<file path="src/rtl/qarb_pkg.sv">
`timescale 1ns/1ps
package qarb_pkg;
  localparam int NUM_PORTS = 2;
  localparam int NUM_CHANS = 2;

  typedef struct packed {
    logic fwdValid;
    logic selPort;
    logic fire;
  } arb_strobe_t;
endpackage

</file>
<file path="src/rtl/qarb_ctrl.sv">
`timescale 1ns/1ps
module qarb_ctrl
  import qarb_pkg::*;
#(
  parameter int QOS_W = 4
) (
  input  logic                            clk,
  input  logic                            rstN,
  input  logic [NUM_PORTS-1:0]            reqValid,
  input  logic [NUM_PORTS-1:0][QOS_W-1:0] reqQos,
  input  logic                            outReady,
  output arb_strobe_t                     strb
);
  logic lrgQ;
  logic heldQ;
  logic heldPortQ;
  logic heldEff;
  logic pick;
  logic bothEq;

  always_comb begin
    heldEff = heldQ && reqValid[heldPortQ];
    bothEq  = (&reqValid) && (reqQos[0] == reqQos[1]);
    pick    = 1'b0;
    if (heldEff) begin
      pick = heldPortQ;
    end else if (reqValid == 2'b10) begin
      pick = 1'b1;
    end else if (reqValid == 2'b11) begin
      if (reqQos[1] > reqQos[0])      pick = 1'b1;
      else if (reqQos[0] > reqQos[1]) pick = 1'b0;
      else                            pick = lrgQ;
    end
    strb.fwdValid = |reqValid;
    strb.selPort  = pick;
    strb.fire     = (|reqValid) && outReady;
  end

  always_ff @(posedge clk) begin
    if (!rstN) begin
      lrgQ      <= 1'b0;
      heldQ     <= 1'b0;
      heldPortQ <= 1'b0;
    end else if (strb.fire) begin
      lrgQ  <= ~strb.selPort;
      heldQ <= 1'b0;
    end else if (strb.fwdValid) begin
      heldQ     <= 1'b1;
      heldPortQ <= strb.selPort;
    end else begin
      heldQ <= 1'b0;
    end
  end


  grant_hold_chk: assert property (@(posedge clk) disable iff (!rstN)
    (strb.fwdValid && !outReady) |=>
      (!reqValid[$past(strb.selPort)] || strb.selPort == $past(strb.selPort)));


  lrg_stable_chk: assert property (@(posedge clk) disable iff (!rstN)
    (!strb.fire) |=> $stable(lrgQ));


  alternate_chk: assert property (@(posedge clk) disable iff (!rstN)
    (strb.fire && bothEq) |=> (!bothEq || strb.selPort != $past(strb.selPort)));


  lone_grant_chk: assert property (@(posedge clk) disable iff (!rstN)
    (reqValid == 2'b01 || reqValid == 2'b10) |->
      (strb.fwdValid && reqValid[strb.selPort]));


  qos_win_chk: assert property (@(posedge clk) disable iff (!rstN)
    ((&reqValid) && !heldEff && reqQos[0] != reqQos[1]) |->
      (reqQos[strb.selPort] > reqQos[~strb.selPort]));
endmodule

</file>
<file path="src/rtl/qarb_datapath.sv">
`timescale 1ns/1ps
module qarb_datapath
  import qarb_pkg::*;
#(
  parameter int QOS_W  = 4,
  parameter int ADDR_W = 32
) (
  input  logic                             clk,
  input  logic                             rstN,
  input  arb_strobe_t                      strb,
  input  logic [NUM_PORTS-1:0]             reqValid,
  input  logic [NUM_PORTS-1:0][QOS_W-1:0]  reqQos,
  input  logic [NUM_PORTS-1:0][ADDR_W-1:0] reqAddr,
  output logic [NUM_PORTS-1:0]             reqReady,
  output logic                             outValid,
  output logic [ADDR_W-1:0]                outAddr,
  output logic [QOS_W-1:0]                 outQos,
  output logic                             outPort
);
  assign outValid = strb.fwdValid;
  assign outAddr  = reqAddr[strb.selPort];
  assign outQos   = reqQos[strb.selPort];
  assign outPort  = strb.selPort;

  for (genvar p = 0; p < NUM_PORTS; p++) begin : g_ready
    assign reqReady[p] = strb.fire && (strb.selPort == 1'(p));


    ready_route_chk: assert property (@(posedge clk) disable iff (!rstN)
      reqReady[p] |-> (reqValid[p] && outValid && outPort == 1'(p)));
  end


  ready_onehot_chk: assert property (@(posedge clk) disable iff (!rstN)
    $onehot0(reqReady));
endmodule

</file>
<file path="src/rtl/qos_pair_merger.sv">
`timescale 1ns/1ps
module qos_pair_merger
  import qarb_pkg::*;
#(
  parameter int QOS_W  = 4,
  parameter int ADDR_W = 32
) (
  input  logic                             clk,
  input  logic                             rstN,
  input  logic [NUM_PORTS-1:0]             rdReqValid,
  output logic [NUM_PORTS-1:0]             rdReqReady,
  input  logic [NUM_PORTS-1:0][QOS_W-1:0]  rdReqQos,
  input  logic [NUM_PORTS-1:0][ADDR_W-1:0] rdReqAddr,
  output logic                             rdOutValid,
  input  logic                             rdOutReady,
  output logic [ADDR_W-1:0]                rdOutAddr,
  output logic [QOS_W-1:0]                 rdOutQos,
  output logic                             rdOutPort,
  input  logic [NUM_PORTS-1:0]             wrReqValid,
  output logic [NUM_PORTS-1:0]             wrReqReady,
  input  logic [NUM_PORTS-1:0][QOS_W-1:0]  wrReqQos,
  input  logic [NUM_PORTS-1:0][ADDR_W-1:0] wrReqAddr,
  output logic                             wrOutValid,
  input  logic                             wrOutReady,
  output logic [ADDR_W-1:0]                wrOutAddr,
  output logic [QOS_W-1:0]                 wrOutQos,
  output logic                             wrOutPort
);
  logic [NUM_CHANS-1:0][NUM_PORTS-1:0]             validA;
  logic [NUM_CHANS-1:0][NUM_PORTS-1:0]             readyA;
  logic [NUM_CHANS-1:0][NUM_PORTS-1:0][QOS_W-1:0]  qosA;
  logic [NUM_CHANS-1:0][NUM_PORTS-1:0][ADDR_W-1:0] addrA;
  logic [NUM_CHANS-1:0]                            oValidA;
  logic [NUM_CHANS-1:0]                            oReadyA;
  logic [NUM_CHANS-1:0][ADDR_W-1:0]                oAddrA;
  logic [NUM_CHANS-1:0][QOS_W-1:0]                 oQosA;
  logic [NUM_CHANS-1:0]                            oPortA;

  assign validA  = {wrReqValid, rdReqValid};
  assign qosA    = {wrReqQos, rdReqQos};
  assign addrA   = {wrReqAddr, rdReqAddr};
  assign oReadyA = {wrOutReady, rdOutReady};

  assign rdReqReady = readyA[0];
  assign wrReqReady = readyA[1];
  assign rdOutValid = oValidA[0];
  assign wrOutValid = oValidA[1];
  assign rdOutAddr  = oAddrA[0];
  assign wrOutAddr  = oAddrA[1];
  assign rdOutQos   = oQosA[0];
  assign wrOutQos   = oQosA[1];
  assign rdOutPort  = oPortA[0];
  assign wrOutPort  = oPortA[1];

  // one fully separate control/datapath pair per channel
  for (genvar ch = 0; ch < NUM_CHANS; ch++) begin : g_chan
    arb_strobe_t strb;

    qarb_ctrl #(.QOS_W(QOS_W)) u_ctrl (
      .clk      (clk),
      .rstN     (rstN),
      .reqValid (validA[ch]),
      .reqQos   (qosA[ch]),
      .outReady (oReadyA[ch]),
      .strb     (strb)
    );

    qarb_datapath #(.QOS_W(QOS_W), .ADDR_W(ADDR_W)) u_dp (
      .clk      (clk),
      .rstN     (rstN),
      .strb     (strb),
      .reqValid (validA[ch]),
      .reqQos   (qosA[ch]),
      .reqAddr  (addrA[ch]),
      .reqReady (readyA[ch]),
      .outValid (oValidA[ch]),
      .outAddr  (oAddrA[ch]),
      .outQos   (oQosA[ch]),
      .outPort  (oPortA[ch])
    );
  end
endmodule

</file>
<file path="config.mk">
export PLATFORM = sky130hd
export DESIGN_NAME = qos_pair_merger
export DESIGN_NICKNAME = d
export VERILOG_FILES = /design/src/rtl/qarb_pkg.sv /design/src/rtl/qarb_ctrl.sv /design/src/rtl/qarb_datapath.sv /design/src/rtl/qos_pair_merger.sv
export SDC_FILE = /design/constraint.sdc
export NUM_CORES = 1
export LEC_CHECK = 0
export BUFFER_PORTS_ARGS = -buffer_cell sky130_fd_sc_hd__buf_2
export CORE_AREA = 8 8 84 86
export DETAILED_ROUTE_END_ITERATION = 7
export DIE_AREA = 0 0 92 94
export PLACE_DENSITY = 0.85
export SKIP_CTS_REPAIR_TIMING = 1
export SYNTH_ARGS = -nofsm -noshare
export SYNTH_HDL_FRONTEND = slang
export SYNTH_SLANG_ARGS = --single-unit
</file>
<file path="constraint.sdc">
create_clock -name clk -period 9.63 [get_ports clk]
set_clock_uncertainty 0.2 [all_clocks]
set_input_delay 2.889 -clock clk [delete_from_list [all_inputs] [get_ports clk]]
set_output_delay 2.889 -clock clk [all_outputs]
set_load 0.1 [all_outputs]
</file>
-- After elaboration in Yosys (flattened, before gate mapping)
Index checks and enable logic that the tools add are counted.
- flip-flop bits (word level): 6
- bits of input ports: 152
- order comparisons: 8
- equality and inequality tests: 4
- muxes and demuxes: 24
- bitwise logic cells: 5
- reductions and logical operators: 14
- operators with widths (cell ; count):
    32-bit 2-to-1 mux ; 4
    4-bit > comparator ; 4
    1-bit 2-to-1 mux ; 16
    4-bit 2-to-1 mux ; 4
    2-bit == test, second input constant ; 4
    1-bit logical AND ; 8
    1-bit by 2-bit < comparator with 1-bit output, second input constant ; 4
    2-bit OR reduction ; 4
    1-bit inverter ; 5
    2-bit AND reduction ; 2

-- Depth between registers and ports, before layout
Gate-level depths: netlist of run 1.
- word-level depth: 8
- mapped depth: 8
- gate-level depth less buffers: 8

-- By module
From an unflattened synthesis of run 1, not the netlist that was laid out.
- cell total of the unflattened synthesis: 154
- area total of the unflattened synthesis: 1616.6 um2
- by module, submodules not included (module ; times used ; cells an instance ; area an instance (um2) ; seq. area each (um2)):
    qarb_datapath ; 2 ; 44 ; 539.3 ; 0.0
    qarb_ctrl ; 2 ; 33 ; 269.0 ; 60.1

-- Least setup slack after synthesis of run 1
Ideal clock, no wire load.
- kind: input-to-output
- from: input port wrReqQos[3] in the netlist's numbering
- to: output port wrReqReady[1]
- arrival: 5.265 ns
- slack: 1.276 ns
- stages on the path: 8
- buffers on the path: 1
- cell sequence: inv_1 ha_1 nand2_1 o21bai_1 a211oi_2 o21ai_4 buf_4 nor2_1
- cells in the longest elaborated chain, start to end: 7
- elaborated cells on any way between the ends: 8
- classes of those cells: order compare (2); mux (5); reduce/logical (1)
- RTL lines (what ; line ; source):
    start, declared ; qos_pair_merger.sv:21 ; input logic [NUM_PORTS-1:0][QOS_W-1:0] wrReqQos,
    4-bit > comparator ; qarb_ctrl.sv:31 ; else if (reqQos[0] > reqQos[1]) pick = 1'b0;
    1-bit 2-to-1 mux ; qarb_ctrl.sv:31 ;
    1-bit 2-to-1 mux (*) ; qarb_ctrl.sv:30 ; if (reqQos[1] > reqQos[0]) pick = 1'b1;
    1-bit 2-to-1 mux (*) ; qarb_ctrl.sv:29 ; end else if (reqValid == 2'b11) begin
    1-bit 2-to-1 mux (*) ; qarb_ctrl.sv:27 ; end else if (reqValid == 2'b10) begin
    1-bit 2-to-1 mux (*) ; qarb_ctrl.sv:25 ; if (heldEff) begin
    1-bit logical AND (*) ; qarb_datapath.sv:26 ; assign reqReady[p] = strb.fire && (strb.selPort == 1'(p));
    end, declared ; qos_pair_merger.sv:20 ; output logic [NUM_PORTS-1:0] wrReqReady,
Mark *: on every way between the ends. The rest lies on a longest branch, timed or not.

-- Worst setup path in the final report of run 1
- from: input port rdReqQos[1] in the netlist's numbering
- to: output port rdOutAddr[28]
- cells in the longest elaborated chain, start to end: 8
- elaborated cells on any way between the ends: 9
- classes of those cells: order compare (2); mux (7)
- RTL lines (what ; line ; source):
    start, declared ; qos_pair_merger.sv:12 ; input logic [NUM_PORTS-1:0][QOS_W-1:0] rdReqQos,
    4-bit > comparator ; qarb_ctrl.sv:31 ;
    1-bit 2-to-1 mux ; qarb_ctrl.sv:31 ;
    1-bit 2-to-1 mux (*) ; qarb_ctrl.sv:30 ;
    1-bit 2-to-1 mux (*) ; qarb_ctrl.sv:29 ;
    1-bit 2-to-1 mux (*) ; qarb_ctrl.sv:27 ;
    1-bit 2-to-1 mux (*) ; qarb_ctrl.sv:25 ;
    32-bit 2-to-1 mux (not written as such) (*) (2 in series) ; qarb_datapath.sv:21 ; assign outAddr = reqAddr[strb.selPort];
    end, declared ; qos_pair_merger.sv:16 ; output logic [ADDR_W-1:0] rdOutAddr,
Mark *: on every way between the ends. The rest lies on a longest branch, timed or not. The select of a mux whose other input is x is not followed.

==> flow_metrics.tcl, run 1 <==
set metrics [dict create \
    dp_cells 454 \
    arrival_ns 5.39 \
    vias 2079 \
    criticalPathCategory "in2out" \
    reg2reg_slack_ns 7.68 \
    wl_met1_um 2885 \
    start_util_pct 24.85 \
    synth_most_common_cell "mux2_2" \
    port_buffers 231 \
    die_w_um 92 \
    die_h_um 94 \
    report.final.hold_viol_count 0 \
    clock_power_share_pct 8.2 \
    rsz0062_at_grt "no" \
    wl_met3_um 560 \
    comb_power_share_pct 85.2 \
    synth_edf_count 0 \
    dp_hpwl_um 7069 \
    coreArea_um2 5746 \
    reg2reg_to "g_chan[0].u_ctrl.lrgQ" \
    wl_met2_um 4235 \
    power.switching_uw 296.3 \
    postRouteAntennaNets 0 \
    synth-seq-cells 6 \
    worstMarginPinSlew_ns 0.8600 \
    die-area_um2 8648 \
    syn_inst 152 \
    ctsHtreeMaxLevel 1 \
    async_flop_share_pct 0 \
    worstSetupEndpointType "output port" \
    maxSlewViolCount 0 \
    finalSetupViolations 0 \
    p_sw_share_pct 69.02 \
    nets 544 \
    syn-num-nets 312 \
    synth_warnings 0 \
    area_growth_pct 87.55 \
    ioPinCount 232 \
    ys.flop_type "dfxtp_1" \
    yosysTopAreaCell "mux2_2" \
    syn_area_per_cell_um2 9.392 \
    tns_ns 0 \
    antenna_found_initial 1 \
    rr_startpoint "g_chan[0].u_ctrl.heldQ" \
    place_ws_ns 1.130 \
    relSlewSlack_pct 42.45 \
    stdcell_count 457 \
    gp_congestion 0.8492 \
    cts_buffers 3 \
    dr.pass1.iters 4 \
    maxCapViolCount 0 \
    cts.sinks 6 \
    vias_per_cell 4.549 \
    ff2ff_path_depth 5 \
    n_antenna_cell 0 \
    synth_commonest_cells "71 x mux2_2, 12 x inv_1, 8 x ha_1, 8 x nand2_1" \
    finalCriticalPeriod_ns 8.481 \
    max-vdd-ir-drop_mv 0.1185 \
    grt_pass1_wl_um 11320 \
    ys_top_cells_by_area "mux2_2 56%, dfxtp_1 8.4%, ha_1 7.0%" \
    cp-endpoint "rdOutAddr[28]" \
    p_leak_uw 0.001524 \
    pwr-share-seq_pct 6.5 \
    path_clk_slew_ns 0.03 \
    drc 0 \
    critPathRequiredTime_ns 6.54 \
    ys_seq_area_share_pct 8.414 \
    fin_ws_ns 1.149 \
    grt_pass1_vias 2278 \
    clk_latency_ns 0.21 \
    intPower_uw 133.0 \
    hold_class "reg2reg" \
    grt_use_total_pct 15.87 \
    top_layer_used "met5" \
    drive_above_1_share_pct 82.46 \
    cts_tree "built" \
    drtIter0Drc 53 \
    powerDensity_nw_per_um2 160.3 \
    num_rows 28 \
    synth_top_area_share_pct 56.00 \
    post-route-period-util_pct 88.07 \
    yosysUniqueCellTypes 23 \
    grt_overflow 0 \
    cp_max_fo 28 \
    n_fill_cell 587 \
    startpoint "rdReqQos[1]" \
    status "finished clean" \
    wl_per_cell_um 16.95 \
    clock_path_buffers 2 \
    crit_path_start_kind "input port" \
    root_buffer "clkbuf_8" \
    drt_wl_total_um 7748 \
    timing.fmax_mhz 117.9 \
    grt_max_degree 37 \
    synthesis.area_um2 1428 \
]
==> worst min path at each step <==
stage	cells past startpoint	slack, ns	endpoint	from
2_1_floorplan	2	0.30	g_chan[0].u_ctrl.lrgQ	g_chan[0].u_ctrl.lrgQ
3_3_place_gp	2	0.33	g_chan[0].u_ctrl.lrgQ	g_chan[0].u_ctrl.lrgQ
3_5_place_dp	2	0.34	g_chan[0].u_ctrl.lrgQ	g_chan[0].u_ctrl.lrgQ
4_1_cts	2	0.35	g_chan[0].u_ctrl.lrgQ	g_chan[0].u_ctrl.lrgQ
5_1_grt	2	0.37	g_chan[0].u_ctrl.lrgQ	g_chan[0].u_ctrl.lrgQ
6_report	2	0.34	g_chan[0].u_ctrl.lrgQ	g_chan[0].u_ctrl.lrgQ
==> placed cells by master (no fill, tap or decap), types with 2 or more instances in the layout <==
| cell type | n |
|---|---|
| buf_2 | 231 |
| clkbuf_8 | 3 |
| inv_1 | 12 |
| nor2_1 | 2 |
| a21boi_1 | 2 |
| o21bai_1 | 2 |
| nor3_1 | 2 |
| or2_2 | 2 |
| and3_1 | 2 |
| buf_4 | 2 |
| inv_2 | 2 |
| o21ai_4 | 2 |
| and2_1 | 4 |
| dfxtp_1 | 6 |
| a211oi_2 | 2 |
| nand3_1 | 2 |
| a21oi_1 | 6 |
| nor2b_1 | 2 |
| ha_1 | 8 |
| nand2_1 | 8 |
| mux2_2 | 71 |
| a21boi_0 | 4 |
| o21ai_0 | 4 |
==> worst max-delay path, cell delays in order <==
cell and delay (ns):
buf_2 0.09, inv_1 0.04, ha_1 0.29, nor2b_1 0.13, o21bai_1 0.15, a211oi_2 0.12
o21ai_4 0.71, buf_4 0.31, mux2_2 0.35, buf_2 0.29
==> area by class of cell <==
class	count	area, um^2	area share, %
sequential	6	120.1	4.486
clock buffer	3	41.29	1.542
multi-input combinational	126	1199	44.77
inverter	14	52.55	1.963
timing repair buffer	233	1171	43.74
tap	75	93.84	3.505
==> power groups by stage <==
stage          Combinational [uW]  Clock, uW  Sequential [uW]
2_1_floorplan                 301          0             27.9
3_3_place_gp                  363          0             28.2
3_5_place_dp                  367          0             28.3
4_1_cts                       368       36.6             28.0
5_1_grt                       378       38.6             28.1
6_report                      366       35.3             28.0
==> sequential cells by signal, summed over array words and instances, names as in the netlist <==
name                     count
g_chan.u_ctrl.heldQ          2
g_chan.u_ctrl.heldPortQ      2
g_chan.u_ctrl.lrgQ           2
==> per-stage QoR <==
step | power, uW | hold WS [ns] | instance area (um^2) | utilization (%)
after floorplan | 328.7 | 0.3024 | 1428 | -
after global placement | 390.8 | 0.3317 | 2636 | 45.88
after detailed placement | 395.0 | 0.3415 | 2636 | 45.88
after CTS | 432.1 | 0.3453 | 2678 | 46.60
after global routing | 445.0 | 0.3684 | 2678 | 46.60
final | 429.3 | 0.3417 | 2678 | 46.60
==> cells by family (layout without fill, tap and decap cells) <==
group | count (synthesis) | after routing | share of synthesized area (%)
muxes | 72 | 72 | 56.79
and+or+nand+nor | 24 | 24 | 8.413
AOI/OAI and AO/OA | 22 | 22 | 11.74
buffers and inverters | 20 | 250 | 7.625
adders and majority gates | 8 | 8 | 7.012
DFF | 6 | 6 | 8.414
==> layer usage <==
layer	vias to the layer above	global-route usage (%)
met5	-	0
met4	2	2.416
met3	8	5.675
met2	93	29.20
met1	963	17.29
li1	1013	-
Power figures use the tool's default switching activity.
==> run 2, diff against run 1 <==
- ABC_AREA: default -> 1
- CORE_AREA: 8 8 84 86 -> 8 8 83 85
- DIE_AREA: 0 0 92 94 -> 0 0 91 93
- GPL_ROUTABILITY_DRIVEN: default -> 1
- PLACE_DENSITY: 0.85 -> 0.9
==> flow_metrics.tcl, run 2 <==
set metrics [dict create \
    startpoint "rdReqValid[1]" \
    stdcell_area_um2 2756 \
    nets 705 \
    cts.sinks 6 \
    synth_most_common_cell "nand2_1" \
    gp_congestion 0.9303 \
    synth_warnings 0 \
    die-area_um2 8463 \
    num_rows 28 \
    antenna_found_initial 1 \
    fin_ws_ns 1.269 \
    arrival_ns 5.27 \
    timing.fmax_mhz 119.6 \
    drive_above_1_share_pct 43.83 \
    criticalPathCategory "in2out" \
    worst-path-stages 11 \
    grt_overflow 0 \
    clk_latency_ns 0.22 \
    final_cell_mix "231 x buf_2, 164 x nand2_1, 76 x nand3_1" \
    area_growth_pct 73.46 \
    yosysUniqueCellTypes 16 \
    syn-num-nets 489 \
    reg.largest.list "g_chan.u_ctrl.heldPortQ x2, g_chan.u_ctrl.heldQ x2, g_chan.u_ctrl.lrgQ x2" \
    place_area_um2 2715 \
    postRouteAntennaNets 0 \
    max-vdd-ir-drop_mv 0.1259 \
    pwr-share-seq_pct 6.0 \
    cp_slowest_cell "nand2_1" \
    root_buffer "clkbuf_8" \
    yosysTopAreaCell "nand2_1" \
    finalSetupViolations 0 \
    clock_power_share_pct 7.9 \
    worstSetupEndpointType "output port" \
    cp_slowest_stage_delay_ns 0.86 \
    maxCapViolCount 0 \
    clock_path_buffers 2 \
    cp-endpoint "rdOutAddr[16]" \
    grt_pass1_vias 2864 \
    grt_use_total_pct 18.08 \
    synthesis.area_um2 1589 \
    path_buf_inv 4 \
    async_flop_share_pct 0 \
    place_ws_ns 1.266 \
    ys_seq_area_share_pct 7.559 \
    cts_tree "built" \
    path_common_cell "nand2_1" \
    stdcell_count 618 \
    cp_max_fo 40 \
    grt_pass1_wl_um 13110 \
    path_cells "buf_2 > buf_4 > inv_1 > a21boi_1 > nor2_1 > nand2_1 > nand2_1 > nand2_1 > nand2_1 > nand2_1 > buf_2" \
    coreArea_um2 5675 \
    die_w_um 91 \
    dr.pass1.iters 4 \
    vias_per_cell 4.715 \
    ioPinCount 232 \
    drtIter0Drc 76 \
    ys.flop_type "dfxtp_1" \
    drt_wl_total_um 8511 \
    n_antenna_cell 0 \
    grt_max_degree 41 \
    drc 0 \
    synth-seq-cells 6 \
    dp_cells 615 \
    reg2reg_slack_ns 7.58 \
    synth_commonest_cells "164 x nand2_1, 76 x nand3_1, 27 x inv_1, 10 x nor2_1, 9 x buf_2" \
    report.final.hold_viol_count 0 \
    relSlewSlack_pct 20.36 \
    power.total_uw 464.5 \
    syn_area_per_cell_um2 4.830 \
    powerDensity_nw_per_um2 168.5 \
    rsz0062_at_grt "no" \
    final_common_cell "buf_2" \
    n_fill_cell 563 \
    comb_power_share_pct 86.1 \
    port_buffers 231 \
    path_clk_slew_ns 0.03 \
    die_h_um 93 \
    critPathRequiredTime_ns 6.54 \
    synth_top_area_share_pct 38.74 \
    synth_edf_count 0 \
    tns_ns 0 \
    start_util_pct 28.00 \
    status "finished clean" \
    rr_startpoint "g_chan[0].u_ctrl.lrgQ" \
    ys_top_cells_by_area "nand2_1 39%, nand3_1 24%, dfxtp_1 7.6%" \
    worstMarginPinSlew_ns 1.192 \
    wl_per_cell_um 13.77 \
    intPower_uw 122.5 \
    maxSlewViolCount 0 \
    reg2reg_to "g_chan[0].u_ctrl.heldPortQ" \
    ctsHtreeMaxLevel 1 \
    crit_path_start_kind "input port" \
    finalCriticalPeriod_ns 8.361 \
    post-route-period-util_pct 86.82 \
    cts_buffers 3 \
    p_leak_uw 0.001945 \
    syn_inst 329 \
    dp_hpwl_um 7316 \
    hold_class "reg2reg" \
    vias 2914 \
    p_sw_share_pct 73.62 \
    ff2ff_path_depth 8 \
    crit_family "simple AND/OR/NAND/NOR gates" \
    power.switching_uw 342.0 \
]
run 2: cell families (layout without fill, tap and decap cells):
| logic type | after synthesis | in the layout | synth area share, % |
|---|---|---|---|
| DFF | 6 | 6 | 7.559 |
| buffers and inverters | 51 | 265 | 16.06 |
| and+or+nand+nor | 252 | 252 | 65.67 |
| AOI/OAI and AO/OA | 12 | 12 | 4.409 |
| adders and majority gates | 8 | 8 | 6.299 |
run 2: layer usage:
| layer | share of wire, % | track usage, % | routed length, um | vias to the layer above |
|---|---|---|---|---|
| li1 | - | - | - | 1466 |
| met1 | 36 | 17.26 | 3031 | 1268 |
| met2 | 52 | 35.31 | 4399 | 164 |
| met3 | 11 | 7.532 | 950 | 14 |
| met4 | 1.4 | 3.683 | 119 | 2 |
| met5 | 0.12 | 0 | 10 | - |
run 2: stage by stage:
stage / utilization [%] / hold WS [ns]
finish: 48.57 / 0.3534
global route: 48.57 / 0.3790
CTS: 48.57 / 0.3469
detailed placement: 47.84 / 0.3442
global placement: 47.84 / 0.3342
floorplan: - / 0.3136
run 2: final cells by class:
type	instances	area (um^2)	area share, %
Multi-Input combinational cell	272	1214	44.03
Timing Repair Buffer	235	1186	43.03
Sequential cell	6	120.1	4.358
Inverter	27	101.3	3.677
Tap cell	75	93.84	3.404
Clock buffer	3	41.29	1.498
run 2: worst min-delay path by stage:
stage,slack [ns],start,to,depth (start not counted)
after global routing,0.38,g_chan[1].u_ctrl.heldPortQ,g_chan[1].u_ctrl.heldPortQ,2
after detailed placement,0.34,g_chan[1].u_ctrl.heldPortQ,g_chan[1].u_ctrl.heldPortQ,2
final,0.35,g_chan[1].u_ctrl.heldPortQ,g_chan[1].u_ctrl.heldPortQ,2
after global placement,0.33,g_chan[0].u_ctrl.lrgQ,g_chan[0].u_ctrl.lrgQ,4
after CTS,0.35,g_chan[1].u_ctrl.heldPortQ,g_chan[1].u_ctrl.heldPortQ,2
after floorplan,0.31,g_chan[0].u_ctrl.lrgQ,g_chan[0].u_ctrl.lrgQ,4
run 2: worst reg2reg max path, stage by stage (launching register included):
cell	delay (ns)
dfxtp_1	0.29
inv_1	0.07
nand3_1	0.06
nor2_1	0.09
nor2_1	0.04
nand2_1	0.05
nand2_1	0.06
nand2_1	0.86
a21oi_1	0.14
run 2: power by group through the flow:
stage | combinational (uW) | sequential [uW] | clock (uW)
floorplan | 328 | 27.7 | 0
global placement | 396 | 27.8 | 0
detailed placement | 401 | 28.0 | 0
CTS | 401 | 27.6 | 37.6
global route | 419 | 27.8 | 39.8
finish | 400 | 27.6 | 36.8
==> run 3, diff against run 2 <==
- CORE_AREA: 8 8 83 85 -> 2 2 89 91
- PLACE_DENSITY: 0.9 -> 0.73
==> flow_metrics.tcl, run 3 (synthesized netlist as in run 2, its figures left out) <==
set metrics [dict create \
    vias_per_cell 4.444 \
    wl_per_cell_um 11.03 \
    ff2ff_path_depth 7 \
    worstMarginPinSlew_ns 1.184 \
    ioPinCount 232 \
    grt_pass1_wl_um 11220 \
    wl_met2_um 3713 \
    fin_util_pct 37.13 \
    finalCriticalPeriod_ns 8.667 \
    criticalPathCategory "in2out" \
    vias 2875 \
    cp_max_fo 40 \
    drt_wl_total_um 7136 \
    wl_met3_um 650 \
    die_h_um 93 \
    antenna_found_initial 2 \
    dr.pass1.iters 4 \
    cts_buffers 3 \
    critPathRequiredTime_ns 6.54 \
    path_clk_slew_ns 0.03 \
    p_leak_uw 0.001945 \
    num_rows 32 \
    report.final.hold_viol_count 0 \
    relSlewSlack_pct 20.84 \
    maxSlewViolCount 0 \
    rr_startpoint "g_chan[1].u_ctrl.heldPortQ" \
    crit_path_start_kind "input port" \
    cts_tree "built" \
    area_growth_pct 75.91 \
    dp_hpwl_um 5960 \
    clk_latency_ns 0.22 \
    nets 705 \
    clock_path_buffers 2 \
    postRouteAntennaNets 0 \
    reg.largest.list "g_chan.u_ctrl.heldPortQ x2, g_chan.u_ctrl.heldQ x2, g_chan.u_ctrl.lrgQ x2" \
    post-route-period-util_pct 90.00 \
    wl_met1_um 2617 \
    status "finished clean" \
    arrival_ns 5.58 \
    finalSetupViolations 0 \
    drive_above_1_share_pct 43.83 \
    grt_pass1_vias 2658 \
    stdcell_count 647 \
    power.total_uw 460.3 \
    rsz0062_at_grt "no" \
    gp_congestion 0.7336 \
    grt_use_total_pct 15.83 \
    hold_class "reg2reg" \
    final_common_cell "buf_2" \
    max-vdd-ir-drop_mv 0.08952 \
    coreArea_um2 7527 \
    die-area_um2 8463 \
    port_buffers 231 \
    worstSetupEndpointType "output port" \
    place_ws_ns 0.9869 \
    grt_max_degree 41 \
    cts.sinks 6 \
    drc 0 \
    powerDensity_nw_per_um2 164.7 \
    top_layer_used "met4" \
    tns_ns 0 \
    dp_cells 642 \
    drtIter0Drc 113 \
    timing.fmax_mhz 115.4 \
    startpoint "wrReqValid[1]" \
    die_w_um 91 \
    fin_ws_ns 0.9630 \
    start_util_pct 21.11 \
    maxCapViolCount 0 \
    root_buffer "clkbuf_8" \
    grt_overflow 0 \
    ctsHtreeMaxLevel 1 \
    holdPathStages 4 \
    final_cell_mix "231 x buf_2, 164 x nand2_1, 76 x nand3_1" \
    hp-start "g_chan[0].u_ctrl.lrgQ" \
]
## run 3: layer usage
layer / vias up / GRT usage (%)
li1: 1467 / -
met1: 1246 / 15.77
met2: 150 / 31.17
met3: 12 / 3.787
met4: 0 / 6.566
met5: - / 0
## run 3: power breakdown
part / leakage [uW] / switching, uW / total [uW] / internal [uW]
clock: 0.0000216 / 9.51 / 36.2 / 26.7
combinational: 0.00187 / 328 / 396 / 68.9
sequential: 0.0000497 / 0.817 / 27.6 / 26.8
## run 3: final timing paths
| check | end | slack [ns] |
|---|---|---|
| setup reg to reg | g_chan[1].u_ctrl.heldPortQ | 7.23 |
| setup / recovery | wrReqReady[0] | 0.96 |
| hold reg to reg | g_chan[0].u_ctrl.lrgQ | 0.34 |
| hold / removal | g_chan[0].u_ctrl.lrgQ | 0.34 |
## run 3: final cells by class
class | instances | area [um^2]
Clock buffer | 3 | 41.29
Timing Repair Buffer | 235 | 1186
Multi-Input combinational cell | 272 | 1214
Inverter | 27 | 101.3
Tap cell | 102 | 127.6
Fill cell | 876 | 4732
Sequential cell | 6 | 120.1
Antenna cell | 2 | 5.005
## run 3: critical path, stage by stage
cell      delay, ns
buf_2          0.08
buf_4          0.34
inv_1          0.08
a21boi_1       0.14
nor2_1         0.07
nand2_1        0.06
nand2_1        0.04
buf_4          0.24
nand2_1        0.88
inv_1          0.17
nor2_1         0.13
buf_2          0.43
## run 3: through the flow
stage               hold slack, ns  instance area (um^2)
finish                      0.3373                  2795
global route                0.3757                  2795
CTS                         0.3421                  2790
detailed placement          0.3328                  2749
global placement            0.3312                  2749
floorplan                   0.3136                  1589
